[config.mk]
export PLATFORM = sky130hd
export DESIGN_NAME = vtg_top
export DESIGN_NICKNAME = d
export VERILOG_FILES = /design/src/rtl/vtg_pkg.sv /design/src/rtl/vtg_regs.sv /design/src/rtl/vtg_raster.sv /design/src/rtl/vtg_top.sv
export SDC_FILE = /design/constraint.sdc
export NUM_CORES = 1
export LEC_CHECK = 0
export ABC_CLOCK_PERIOD_IN_PS = 8930
export BUFFER_PORTS_ARGS = -buffer_cell sky130_fd_sc_hd__buf_2
export CORE_ASPECT_RATIO = 1.25
export CORE_MARGIN = 4
export CORE_UTILIZATION = 35
export CTS_BUF_LIST = sky130_fd_sc_hd__clkbuf_8 sky130_fd_sc_hd__clkbuf_16
export DETAILED_ROUTE_END_ITERATION = 16
export PLACE_DENSITY = 0.57
export SLEW_MARGIN = 15
export SYNTH_ARGS = -nofsm -noshare
export SYNTH_HDL_FRONTEND = slang
export SYNTH_SLANG_ARGS = --single-unit
[constraint.sdc]
create_clock -name clk -period 8.93 [get_ports clk]
set_input_delay 1.786 -clock clk [delete_from_list [all_inputs] [get_ports clk]]
set_output_delay 1.786 -clock clk [all_outputs]
set_load 0.02 [all_outputs]
[src/rtl/vtg_pkg.sv]
package vtg_pkg;

    typedef enum logic [1:0] {
        ST_OFF    = 2'd0,
        ST_FIELD1 = 2'd1,
        ST_FIELD2 = 2'd2
    } vtg_state_e;

    typedef enum logic [2:0] {
        RA_TOTAL      = 3'd0,
        RA_ACT_H      = 3'd1,
        RA_ACT_V      = 3'd2,
        RA_F2_TOTAL   = 3'd3,
        RA_F2_ACT_V   = 3'd4,
        RA_FRAME_CTRL = 3'd5,
        RA_ENABLE     = 3'd6,
        RA_SPARE      = 3'd7
    } vtg_reg_e;

    localparam int unsigned HI_LSB    = 16;
    localparam int unsigned BIT_ILACE = 31;
    localparam int unsigned BIT_HNEG  = 29;
    localparam int unsigned BIT_VNEG  = 28;

endpackage

[src/rtl/vtg_regs.sv]
module vtg_regs
    import vtg_pkg::*;
#(
    parameter int unsigned POS_W  = 13,
    parameter int unsigned SYNC_W = 12
) (
    input  logic              clk,
    input  logic              rst_n,
    input  logic              wr_en,
    input  logic [2:0]        wr_addr,
    input  logic [31:0]       wr_data,
    input  logic              err_rd,
    output logic [POS_W-1:0]  total_h,
    output logic [POS_W-1:0]  total_v,
    output logic [POS_W-1:0]  h_start,
    output logic [POS_W-1:0]  h_end,
    output logic [POS_W-1:0]  v1_start,
    output logic [POS_W-1:0]  v1_end,
    output logic [POS_W-1:0]  f2_total_v,
    output logic [POS_W-1:0]  v2_start,
    output logic [POS_W-1:0]  v2_end,
    output logic              ilace,
    output logic              hneg,
    output logic              vneg,
    output logic [SYNC_W-1:0] hs_width,
    output logic [SYNC_W-1:0] vs_width,
    output logic              enable,
    output logic              err_flag
);

    localparam logic [15:0] HALF_MASK  = 16'((32'd1 << POS_W) - 32'd1);
    localparam logic [31:0] FIELD_MASK = {HALF_MASK, HALF_MASK};

    vtg_reg_e   addr;
    logic       fits;
    logic       checked;
    logic       refuse;
    logic       accept;

    always_comb begin
        addr    = vtg_reg_e'(wr_addr);
        fits    = (wr_data & ~FIELD_MASK) == 32'd0;
        checked = (wr_addr <= 3'd4);
        refuse  = wr_en && checked && !fits;
        accept  = wr_en && !enable && (fits || !checked);
    end

    always_ff @(posedge clk or negedge rst_n) begin
        if (!rst_n) begin
            total_h    <= '0;
            total_v    <= '0;
            h_start    <= '0;
            h_end      <= '0;
            v1_start   <= '0;
            v1_end     <= '0;
            f2_total_v <= '0;
            v2_start   <= '0;
            v2_end     <= '0;
            ilace      <= 1'b0;
            hneg       <= 1'b0;
            vneg       <= 1'b0;
            hs_width   <= '0;
            vs_width   <= '0;
            enable     <= 1'b0;
            err_flag   <= 1'b0;
        end else begin
            if (err_rd) err_flag <= 1'b0;
            if (refuse) err_flag <= 1'b1;
            if (wr_en && addr == RA_ENABLE) begin
                enable <= (wr_data[1:0] == 2'b11);
            end
            if (accept) begin
                case (addr)
                    RA_TOTAL: begin
                        total_v <= wr_data[HI_LSB +: POS_W];
                        total_h <= wr_data[0 +: POS_W];
                    end
                    RA_ACT_H: begin
                        h_end   <= wr_data[HI_LSB +: POS_W];
                        h_start <= wr_data[0 +: POS_W];
                    end
                    RA_ACT_V: begin
                        v1_end   <= wr_data[HI_LSB +: POS_W];
                        v1_start <= wr_data[0 +: POS_W];
                    end
                    RA_F2_TOTAL: f2_total_v <= wr_data[0 +: POS_W];
                    RA_F2_ACT_V: begin
                        v2_end   <= wr_data[HI_LSB +: POS_W];
                        v2_start <= wr_data[0 +: POS_W];
                    end
                    RA_FRAME_CTRL: begin
                        ilace    <= wr_data[BIT_ILACE];
                        hneg     <= wr_data[BIT_HNEG];
                        vneg     <= wr_data[BIT_VNEG];
                        vs_width <= wr_data[HI_LSB +: SYNC_W];
                        hs_width <= wr_data[0 +: SYNC_W];
                    end
                    default: ;
                endcase
            end
        end
    end

endmodule

[src/rtl/vtg_raster.sv]
module vtg_raster
    import vtg_pkg::*;
#(
    parameter int unsigned POS_W = 13
) (
    input  logic             clk,
    input  logic             rst_n,
    input  logic             enable,
    input  logic             ilace,
    input  logic [POS_W-1:0] total_h,
    input  logic [POS_W-1:0] total_v,
    input  logic [POS_W-1:0] f2_total_v,
    output vtg_state_e       state,
    output logic [POS_W-1:0] h_cnt,
    output logic [POS_W-1:0] v_cnt
);

    vtg_state_e       state_d;
    logic             h_wrap;
    logic             v_wrap;
    logic [POS_W-1:0] v_last;

    always_comb begin
        v_last = (state == ST_FIELD2) ? f2_total_v : total_v;
        h_wrap = (h_cnt == total_h);
        v_wrap = h_wrap && (v_cnt == v_last);
    end

    // state register
    always_ff @(posedge clk or negedge rst_n) begin
        if (!rst_n) state <= ST_OFF;
        else        state <= state_d;
    end

    // transitions: start, stop, field swap, field return, frame repeat
    always_comb begin
        state_d = state;
        unique case (state)
            ST_OFF: begin
                if (enable) state_d = ST_FIELD1;
            end
            ST_FIELD1: begin
                if (!enable)              state_d = ST_OFF;
                else if (v_wrap && ilace) state_d = ST_FIELD2;
            end
            ST_FIELD2: begin
                if (!enable)    state_d = ST_OFF;
                else if (v_wrap) state_d = ST_FIELD1;
            end
            default: state_d = ST_OFF;
        endcase
    end

    always_ff @(posedge clk or negedge rst_n) begin
        if (!rst_n) begin
            h_cnt <= '0;
            v_cnt <= '0;
        end else if (state == ST_OFF || state_d == ST_OFF) begin
            h_cnt <= '0;
            v_cnt <= '0;
        end else if (h_wrap) begin
            h_cnt <= '0;
            v_cnt <= v_wrap ? '0 : v_cnt + 1'b1;
        end else begin
            h_cnt <= h_cnt + 1'b1;
        end
    end

endmodule

[src/rtl/vtg_top.sv]
module vtg_top
    import vtg_pkg::*;
#(
    parameter int unsigned POS_W  = 13,
    parameter int unsigned SYNC_W = 12
) (
    input  logic        clk,
    input  logic        rst_n,
    input  logic        wr_en,
    input  logic [2:0]  wr_addr,
    input  logic [31:0] wr_data,
    input  logic        err_rd,
    output logic        err_flag,
    output logic        hsync,
    output logic        vsync,
    output logic        de,
    output logic        field,
    output logic        frame_start
);

    localparam int unsigned PAD_W = POS_W - SYNC_W;
    localparam int unsigned N_AXIS = 2;

    logic [POS_W-1:0]  total_h, total_v, f2_total_v;
    logic [POS_W-1:0]  h_start, h_end, v1_start, v1_end, v2_start, v2_end;
    logic              ilace, hneg, vneg, enable;
    logic [SYNC_W-1:0] hs_width, vs_width;
    vtg_state_e        state;
    logic [POS_W-1:0]  h_cnt, v_cnt;
    logic              running;

    vtg_regs #(.POS_W(POS_W), .SYNC_W(SYNC_W)) u_regs (
        .clk(clk), .rst_n(rst_n), .wr_en(wr_en), .wr_addr(wr_addr),
        .wr_data(wr_data), .err_rd(err_rd),
        .total_h(total_h), .total_v(total_v), .h_start(h_start), .h_end(h_end),
        .v1_start(v1_start), .v1_end(v1_end), .f2_total_v(f2_total_v),
        .v2_start(v2_start), .v2_end(v2_end), .ilace(ilace), .hneg(hneg),
        .vneg(vneg), .hs_width(hs_width), .vs_width(vs_width),
        .enable(enable), .err_flag(err_flag)
    );

    vtg_raster #(.POS_W(POS_W)) u_raster (
        .clk(clk), .rst_n(rst_n), .enable(enable), .ilace(ilace),
        .total_h(total_h), .total_v(total_v), .f2_total_v(f2_total_v),
        .state(state), .h_cnt(h_cnt), .v_cnt(v_cnt)
    );

    logic [POS_W-1:0] axis_cnt   [N_AXIS];
    logic [POS_W-1:0] axis_width [N_AXIS];
    logic             axis_neg   [N_AXIS];
    logic             axis_sync  [N_AXIS];

    always_comb begin
        axis_cnt[0]   = h_cnt;
        axis_cnt[1]   = v_cnt;
        axis_width[0] = {{PAD_W{1'b0}}, hs_width};
        axis_width[1] = {{PAD_W{1'b0}}, vs_width};
        axis_neg[0]   = hneg;
        axis_neg[1]   = vneg;
    end

    for (genvar g = 0; g < N_AXIS; g++) begin : g_sync
        assign axis_sync[g] = (running && (axis_cnt[g] < axis_width[g])) ^ axis_neg[g];
    end

    // output decode from state and counters
    logic [POS_W-1:0] vs_sel, ve_sel;
    always_comb begin
        running     = (state != ST_OFF);
        field       = (state == ST_FIELD2);
        vs_sel      = field ? v2_start : v1_start;
        ve_sel      = field ? v2_end   : v1_end;
        de          = running && (h_cnt >= h_start) && (h_cnt < h_end)
                      && (v_cnt > vs_sel) && (v_cnt <= ve_sel);
        frame_start = running && (h_cnt == '0) && (v_cnt == '0);
        hsync       = axis_sync[0];
        vsync       = axis_sync[1];
    end

endmodule

[Word-level counts from Yosys, hierarchy flattened]
Cells that the tools add are included.
Word-level totals
  output and inout bits: 6
  register bits: 174
  memories: 0
  bits in latches: 0
  word-level logic and storage cells: 92
  input port bits: 39
  memory bits (writable): 0
  memory bits (read-only): 0
Operators by class
  shift operators: 0
  order comparisons: 7
  divide/modulo/power cells: 0
  reduce and logical (&&, ||, !) cells: 35
  multiplexer cells: 16
  multiply operators: 0
  bitwise gates (word level): 2
  equality and inequality tests: 11
  $add $sub $neg: 2
Operators with widths (count)
  2-to-1 mux 13 bit: 8
  logical NOT 32 bit: 1
  adder 13 x 1 -> 13 bit (second input constant): 2
  equality test 13 bit: 2
  logical NOT 13 bit: 2
  less-than comparator 13 x 12 -> 1 bit: 2
  logical AND 1 bit: 15
  greater-or-equal comparator 13 bit: 1
  greater-than comparator 13 bit: 1
  <= comparator 13 bit: 1
  less-than comparator 13 bit: 1
  AND reduction 2 bit: 6
  2-to-1 mux 2 bit: 5
  equality test 3 bit (second input constant): 3
  equality test 3 x 2 -> 1 bit (second input constant): 2
  case mux 2 bit (3 select lines): 1
  nonzero test 2 bit: 3
  equality test 2 bit (second input constant): 2
  logical NOT 2 bit: 2
  equality test 3 x 1 -> 1 bit (second input constant): 1
  <= comparator 3 bit (second input constant): 1
  logical NOT 1 bit: 3
  logical NOT 3 bit: 1
  equality test 2 x 1 -> 1 bit (second input constant): 1
  3 further kinds: 6

[Longest topological paths before layout]
Gate-level depths: netlist (run 1).
  word-level depth: 11
  mapped depth: 14
  gate-level depth less buffers: 11

[Modules after synthesis]
A second synthesis (run 1) with hierarchy kept.
Unflattened totals
  cells, all modules: 820
  area, all modules: 9733.1 sq um
Modules (own cells, without submodules)
  vtg_regs: area each 5585.4 sq um, times used 1, cells each 324
  vtg_top: area each 2180.8 sq um, times used 1, cells each 280
  vtg_raster: area each 1966.9 sq um, times used 1, cells each 216

[Worst setup path after synthesis (run 1)]
Ideal clock, no wire load.
  path kind: register -> output
  start point: register u_raster.state[0]
  end point: output port de
  data arrival time: 2.740 ns
  setup slack: 4.404 ns
  data required time: 7.144 ns
  stages on the path, launching flop included: 14
  cell sequence: dfrtp_1 nand2b_4 inv_2 buf_6 buf_2 buf_2 mux2i_1 ha_1 a211oi_1 o221ai_1 a21oi_1 nand2b_1 and4b_1 o311a_1
On the way
  word-level cells in the longest chain between the ends: 5
  elaborated cells between the ends (all ways): 10
  those cells by class: 2 x order compare; 1 x eq/ne; 2 x mux; 5 x reduce/logical
Ends and longest elaborated chain
  start: declaration: line vtg_raster.sv:13  | output vtg_state_e state,
  start signal: assignment: line vtg_raster.sv:32  | else state <= state_d;
  equality test 2 bit / nonzero test 2 bit (equally long branches): line vtg_top.sv:70, vtg_top.sv:69
  2-to-1 mux 13 bit / logical AND 1 bit (equally long branches): line vtg_top.sv:71, vtg_top.sv:73
  greater-than comparator 13 bit / logical AND 1 bit (equally long branches): line vtg_top.sv:74, vtg_top.sv:73
  logical AND 1 bit: line vtg_top.sv:74  | && (v_cnt > vs_sel) && (v_cnt <= ve_sel);
  logical AND 1 bit *: line vtg_top.sv:74
  end: declaration: line vtg_top.sv:16  | output logic de,
Every way passes the cells marked *; elsewhere a longest branch is shown, timed or not.

[Worst setup path after layout (run 1)]
Ends and elaborated chain as after synthesis.

==> results.toml, run 1 <==
[drt]
post_drt_wl_per_cell_um = 19.6
drc_errors = 0
routed_wl_mm = 24.4
viasPerCell = 5.13
vias = 6375
drtIter0Drc = 286
drt_first_pass_iters = 4
ant_nets = 0

[critical_path]
crit_family = "simple AND/OR/NAND/NOR gates"
critPathArrivalTime_ns = 3.77
crit_path_frequent_cell = "nor4_1"
crit_chain = "nand2b_4, inv_2, mux2i_1, ha_1, nand3_1, nor4_1, nor4_1, o211ai_1, and4b_1, o311a_1, buf_2"
path_buf_inv = 2
r2r-start = "u_raster.h_cnt[3]$_DFF_PN0_"
startpoint_type = "register"
reg2reg_slack_ns = 5.96
cp.required_ns = 7.14
reg2reg_depth = 6
r2r_end = "u_raster.state[1]$_DFF_PN0_"
critPathMaxStageDelay_ns = 0.74
worstSetupPathType = "register to output port"
worstPathMaxFanout = 39
endpoint_kind = "output port"
crit_slowest_cell = "inv_2"

[clock_tree]
path_clk_slew_ns = 0.07
htree_levels = 4
cts_tree = "done"
clock_latency_ns = 0.43
postCtsHoldBufs = 0
clock_path_buffers = 2
cts.repair.resized = 0
ctsRootBufferMaster = "clkbuf_16"
numCtsBuffers = 17
clock_sinks = 174
post_cts.repair.setup_buffers = 0

[min_path]
hp-class = "register to register"
min_path_cells = 1
worstHoldStart = "u_regs.v2_end[5]$_DFFE_PN0P_"
hold_path_end = "u_regs.v2_end[5]$_DFFE_PN0P_"

[cells_and_area]
drive_above_1_share_pct = 24.5
fill_cells = 2665
final_nets = 1001
area_growth_pct = 12.3
final_core_util_pct = 40.0
finalInstanceArea_um2 = 10700
diodes = 0

[floorplanning]
io-pin-count = 45
initial_utilization_pct = 35.6
die_h_um = 193
die_w_um = 156
coreArea_um2 = 26800
num_rows = 67
die-area_um2 = 30000

[sta]
holdWs_ns = 0.503
min_period_ns = 5.56
setup_viol = 0
fin_crit_sh_pct = 62.2
finalHoldViolCount = 0
tightest_slew_ns = 1.01
fin_skew_ns = 0.0119
tns_ns = 0
slew_headroom_pct = 32.4
fmax_ghz = 0.180
rsz0062_at_grt = "false"
drv_slew = 0

[power]
leakagePower_nw = 5.24
peakVddDrop_v = 0.0000991
power_frac_seq_pct = 45.2
clock_power_share_pct = 42.8
pwr-share-comb_pct = 12.0
p_sw_w = 0.000490
p_total_w = 0.00190
internal_power_w = 0.00142
switching_share_pct = 25.7
power.density_nw_per_um2 = 178

[logic_synthesis]
ys.flop_type = "dfrtp_1"
ys_ff_latch = 174
synth_area_um2 = 9550
avgSynthCellArea_um2 = 11.2
yosysUniqueCellTypes = 55
ys_warn_count = 0
syn_inst = 850
syn_nets = 966
ys_seq_area_share_pct = 45.6
synth_enable_flop_cells = 0
async_flop_share_pct = 100

[placement]
hpwl_mm = 17.7
placed_area_um2 = 10100
gp_congestion = 0.872
port_buffers = 44

[global_routing]
met1_usage_pct = 22.0
top_usage_layer = "met2"
first_global_vias = 6695
grt_util_met2_pct = 30.2
grt_overflow = 0
grt_max_degree = 72
grt_pass1_wl_mm = 38.7
use_met3_pct = 2.49
grt.total_usage_pct = 16.9
antenna_found_initial = 0

[outcome]
run_status = "finished clean"

[job]
cap_violations = 0
-- worst max-delay path by stage --
| stage | start | cells after the start | endpoint | slack [ns] |
|---|---|---|---|---|
| 6_report | u_raster.state[0]$_DFF_PN0_ | 11 | de | 3.37 |
| 2_1_floorplan | u_raster.state[0]$_DFF_PN0_ | 13 | de | 4.40 |
| 3_3_place_gp | u_raster.state[0]$_DFF_PN0_ | 11 | de | 3.86 |
| 5_1_grt | u_raster.state[0]$_DFF_PN0_ | 11 | de | 3.10 |
| 4_1_cts | u_raster.state[0]$_DFF_PN0_ | 11 | de | 3.30 |
| 3_5_place_dp | u_raster.state[0]$_DFF_PN0_ | 11 | de | 3.75 |
-- layer usage --
| metal | vias up | wire length, µm |
|---|---|---|
| met5 | - | 0 |
| met4 | 0 | 213 |
| met3 | 15 | 860 |
| met2 | 93 | 12500 |
| met1 | 3190 | 10800 |
| li1 | 3077 | - |
-- layout make-up --
cell class | count | area (µm²) | share of cell area, %
clock buffers | 20 | 467 | 4.35
clock inverters | 12 | 181 | 1.69
inverters | 62 | 233 | 2.17
multi-input cells | 582 | 4800 | 44.7
flip-flops and latches | 174 | 4350 | 40.6
well taps | 345 | 432 | 4.03
repair buffers | 48 | 256 | 2.39
-- flip-flops by register name (all words and copies together) (netlist names) --
name	flops
u_raster.h_cnt	13
u_raster.v_cnt	13
u_regs.f2_total_v	13
u_regs.h_end	13
u_regs.h_start	13
u_regs.total_h	13
u_regs.total_v	13
u_regs.v1_end	13
u_regs.v1_start	13
u_regs.v2_end	13
u_regs.v2_start	13
u_regs.hs_width	12
u_regs.vs_width	12
u_raster.state	2
u_regs.enable	1
u_regs.err_flag	1
u_regs.hneg	1
u_regs.ilace	1
u_regs.vneg	1
-- cell usage after synthesis, types with 14 or more instances --
library cell | n | area (µm²)
dfrtp_1 | 174 | 4350
mux2_2 | 119 | 1340
ha_1 | 77 | 963
inv_1 | 61 | 229
nand2_1 | 57 | 214
o21ai_0 | 45 | 225
nor2_1 | 39 | 146
mux2i_1 | 29 | 290
xor2_1 | 29 | 254
xnor2_1 | 20 | 175
nand3_1 | 18 | 90.1
a21oi_1 | 15 | 75.1
nand4_1 | 15 | 93.8
nor4_1 | 14 | 87.6
-- per-stage QoR --
stage | std cells | worst slack, ns
final | 1243 | 3.37
after global routing | 1243 | 3.10
after CTS | 1243 | 3.30
after detailed placement | 1211 | 3.75
after global placement | 1211 | 3.86
after floorplan | 850 | 4.40
-- placed cells by master (no fill, tap or decap), drive strengths merged, types with 3 or more instances in the layout --
master and instances:
nor2b 6, and2 3, clkinvlp 4, a21oi 15, nand4 15, mux2 120
dfrtp 174, a2111oi 6, clkbuf 20, o21a 3, o21ai 45, nor3 13
a21o 10, bufinv 4, a211o 3, nor2 39, or2 5, nand2b 9
or3 3, buf 48, mux2i 29, nand3 18, xor2 29, and3 9
inv 64, ha 77, nor4 17, nand2 59, xnor2 20, a211oi 5
nor4b 3
-- power by group through the flow --
stage | registers [W] | clock network (W) | logic (W)
6_report | 0.000861 | 0.000816 | 0.000228
3_5_place_dp | 0.000877 | 0 | 0.000229
2_1_floorplan | 0.000864 | 0 | 0.000148
5_1_grt | 0.000866 | 0.000859 | 0.000259
3_3_place_gp | 0.000876 | 0 | 0.000226
4_1_cts | 0.000862 | 0.000829 | 0.000231
-- cells by family (layout without fill, tap and decap cells) --
| group | after synthesis | count (layout) | share of synthesized area (%) |
|---|---|---|---|
| and+or+nand+nor | 203 | 203 | 11.3 |
| DFF | 174 | 174 | 45.6 |
| muxes | 149 | 149 | 17.2 |
| AOI/OAI and AO/OA | 104 | 104 | 7.10 |
| buffers and inverters | 94 | 142 | 4.22 |
| adders and majority gates | 77 | 77 | 10.1 |
| xor gates and xnor gates | 49 | 49 | 4.50 |
Power figures use the tool's default switching activity.
==> inputs of run 2 (changes only) <==
ABC_AREA = 1   (was unset)
ABC_CLOCK_PERIOD_IN_PS = 5300   (was 8930)
clock period = 5.3 ns   (was 8.93 ns; I/O delays follow)
==> run 2 against run 1 <==
Net effect:
- synthesized area grew 2.1%
- die area is 2.0% higher
- core utilization is 0.59 points lower
- worst setup slack worse by 2.4 ns
- sequential share of layout area shrank 0.50 points
- register-to-register slack got worse by 3.3 ns
- routed wire length up 13%
- largest power group unchanged
==> results.toml, run 2 <==
[clock_tree]
clock_latency_ns = 0.44
post_cts.repair.setup_buffers = 0
cts.repair.resized = 0
path_clk_slew_ns = 0.07
ctsRootBufferMaster = "clkbuf_16"
numCtsBuffers = 17
postCtsHoldBufs = 0
htree_levels = 4
clock_path_buffers = 2
cts_tree = "done"
clock_sinks = 174

[sta]
slew_headroom_pct = 32.1
finalHoldViolCount = 0
tns_ns = 0
setup_viol = 0
fin_crit_sh_pct = 82.1
fin_skew_ns = 0.0142
fmax_ghz = 0.230
rsz0062_at_grt = "false"
drv_slew = 0
min_period_ns = 4.35
setup_ws_ns = 0.947
tightest_slew_ns = 1.02

[logic_synthesis]
synth_xor_area_share_pct = 1.62
yosysMostFrequentCell = "nand2_1"
ys.flop_type = "dfrtp_1"
synthMuxAreaShare_pct = 2.47
synth_top_area_share_pct = 44.7
synthAdderAreaFrac_pct = 9.89
ys_warn_count = 0
synth_top_area_cell = "dfrtp_1"
avgSynthCellArea_um2 = 7.99
yosys.area_share.simple_pct = 22.3
synth_commonest_cells = "nand2_1, dfrtp_1, o21ai_0"
synth_top_family_by_area = "simple AND/OR/NAND/NOR gates"
synth_area_um2 = 9740
yosysUniqueCellTypes = 33
async_flop_share_pct = 100
syn_nets = 1335
synth_compound_area_share_pct = 11.1
syn_inst = 1219
ys_ff_latch = 174
synth_enable_flop_cells = 0
ys_seq_area_share_pct = 44.7
ys_top_cells_by_area = "dfrtp_1, nand2_1, ha_1"

[floorplanning]
die_h_um = 195
num_rows = 68
die-area_um2 = 30600
die_w_um = 157
initial_utilization_pct = 35.3
io-pin-count = 45
coreArea_um2 = 27600

[critical_path]
reg2reg_depth = 6
startpoint_type = "register"
r2r_end = "u_raster.h_cnt[7]$_DFF_PN0_"
worstSetupPathType = "register to output port"
worstPathMaxFanout = 43
cp.required_ns = 4.24
r2r-start = "u_raster.state[1]$_DFF_PN0_"
crit_chain = "nand2_4, mux2i_1, ha_1, nand4_1, nor3_1, o21ai_0, a21oi_1, nand3_1, nor2_1, buf_2"
critPathMaxStageDelay_ns = 0.77
reg2reg_slack_ns = 2.62
critPathArrivalTime_ns = 3.29
endpoint_kind = "output port"
crit_slowest_cell = "dfrtp_1"

[cells_and_area]
final_cells = 1613
area_growth_pct = 11.4
fill_cells = 2881
layout_common_cells = "nand2_1, dfrtp_1, o21ai_0"
final_core_util_pct = 39.4
final_nets = 1366
diodes = 0
final_common_cell = "nand2_1"
drive_above_1_share_pct = 8.00

[global_routing]
grt_pass1_wl_mm = 44.1
grt.total_usage_pct = 18.8
first_global_vias = 7775
antenna_found_initial = 0
grt_overflow = 0
grt_max_degree = 105

[power]
power.density_nw_per_um2 = 372
leakagePower_nw = 5.60
peakVddDrop_v = 0.000168
p_total_w = 0.00403

[placement]
hpwl_mm = 20.0
place_ws_ns = 1.43
port_buffers = 44
gp_congestion = 0.900
dpl.cell_count = 1581

[drt]
drtIter0Drc = 651
drt_first_pass_iters = 5
viasPerCell = 4.93
vias = 7960
routed_wl_mm = 27.6
drc_errors = 0
post_drt_wl_per_cell_um = 17.1
ant_nets = 0

[min_path]
hold_path_end = "u_regs.h_start[3]$_DFFE_PN0P_"
min_path_cells = 2
hp-class = "register to register"
worstHoldStart = "u_regs.h_start[3]$_DFFE_PN0P_"

[job]
cap_violations = 0

[outcome]
run_status = "finished clean"
[run 2: cell types whose count changed after synthesis, moves of 30 or more]
cell	change
inv_1	+92
nor2_1	+32
nand3_1	+47
a21oi_1	+30
nand2_1	+265
o21ai_0	+122
mux2_2	-119
[run 2: worst max path at each step]
stage | startpoint | endpoint | slack (ns) | cells past startpoint
detailed placement | u_raster.state[1]$_DFF_PN0_ | de | 1.43 | 10
global route | u_raster.state[1]$_DFF_PN0_ | de | 0.64 | 11
floorplan | u_raster.state[0]$_DFF_PN0_ | de | 2.03 | 14
CTS | u_raster.state[1]$_DFF_PN0_ | de | 0.94 | 10
global placement | u_raster.state[1]$_DFF_PN0_ | de | 1.46 | 10
finish | u_raster.state[1]$_DFF_PN0_ | de | 0.95 | 10
[run 2: area by class of cell]
class	instances	area [µm²]	share of cell area, %
repair buffers	50	272	2.50
clock inverters	13	119	1.10
flip-flops and latches	174	4350	40.1
multi-input cells	850	4630	42.6
inverters	157	592	5.45
well taps	350	438	4.04
clock buffers	19	453	4.17
[run 2: cells by family after synthesis]
family | count (synthesis)
flip-flops | 174
multiplexers | 24
AND/OR/NAND/NOR | 516
AO/OA/AOI/OAI | 215
XOR/XNOR | 18
adder cells (fa/ha/maj) | 77
buffers and inverters | 195
[run 2: layer usage]
layer | global-route usage (%) | vias to the layer above | routed length (µm)
li1 | - | 4022 | -
met1 | 24.4 | 3757 | 12300
met2 | 31.8 | 145 | 13800
met3 | 2.92 | 36 | 977
met4 | 6.02 | 0 | 616
met5 | 0 | - | 0
[run 2: critical path: cells and delay by family, from the launching register on]
| family | cells | cell delay (ns) |
|---|---|---|
| flip-flops | 1 | 0.77 |
| multiplexers | 1 | 0.24 |
| adder cells (fa/ha/maj) | 1 | 0.34 |
| buffers and inverters | 1 | 0.19 |
| AO/OA/AOI/OAI | 2 | 0.25 |
| AND/OR/NAND/NOR | 5 | 1.04 |
[run 2: where the power goes]
group	total (W)	internal, W	leakage [nW]	switching [W]
combinational	0.00106	0.000371	3.00	0.000688
sequential	0.00173	0.00156	2.32	0.000172
clock	0.00124	0.000645	0.277	0.000596
[run 2: through the flow]
step           area [µm²]  hold WS, ns
6_report            10900        0.487
5_1_grt             10900        0.502
4_1_cts             10900        0.490
3_5_place_dp        10300        0.473
3_3_place_gp        10300        0.466
2_1_floorplan        9740        0.452
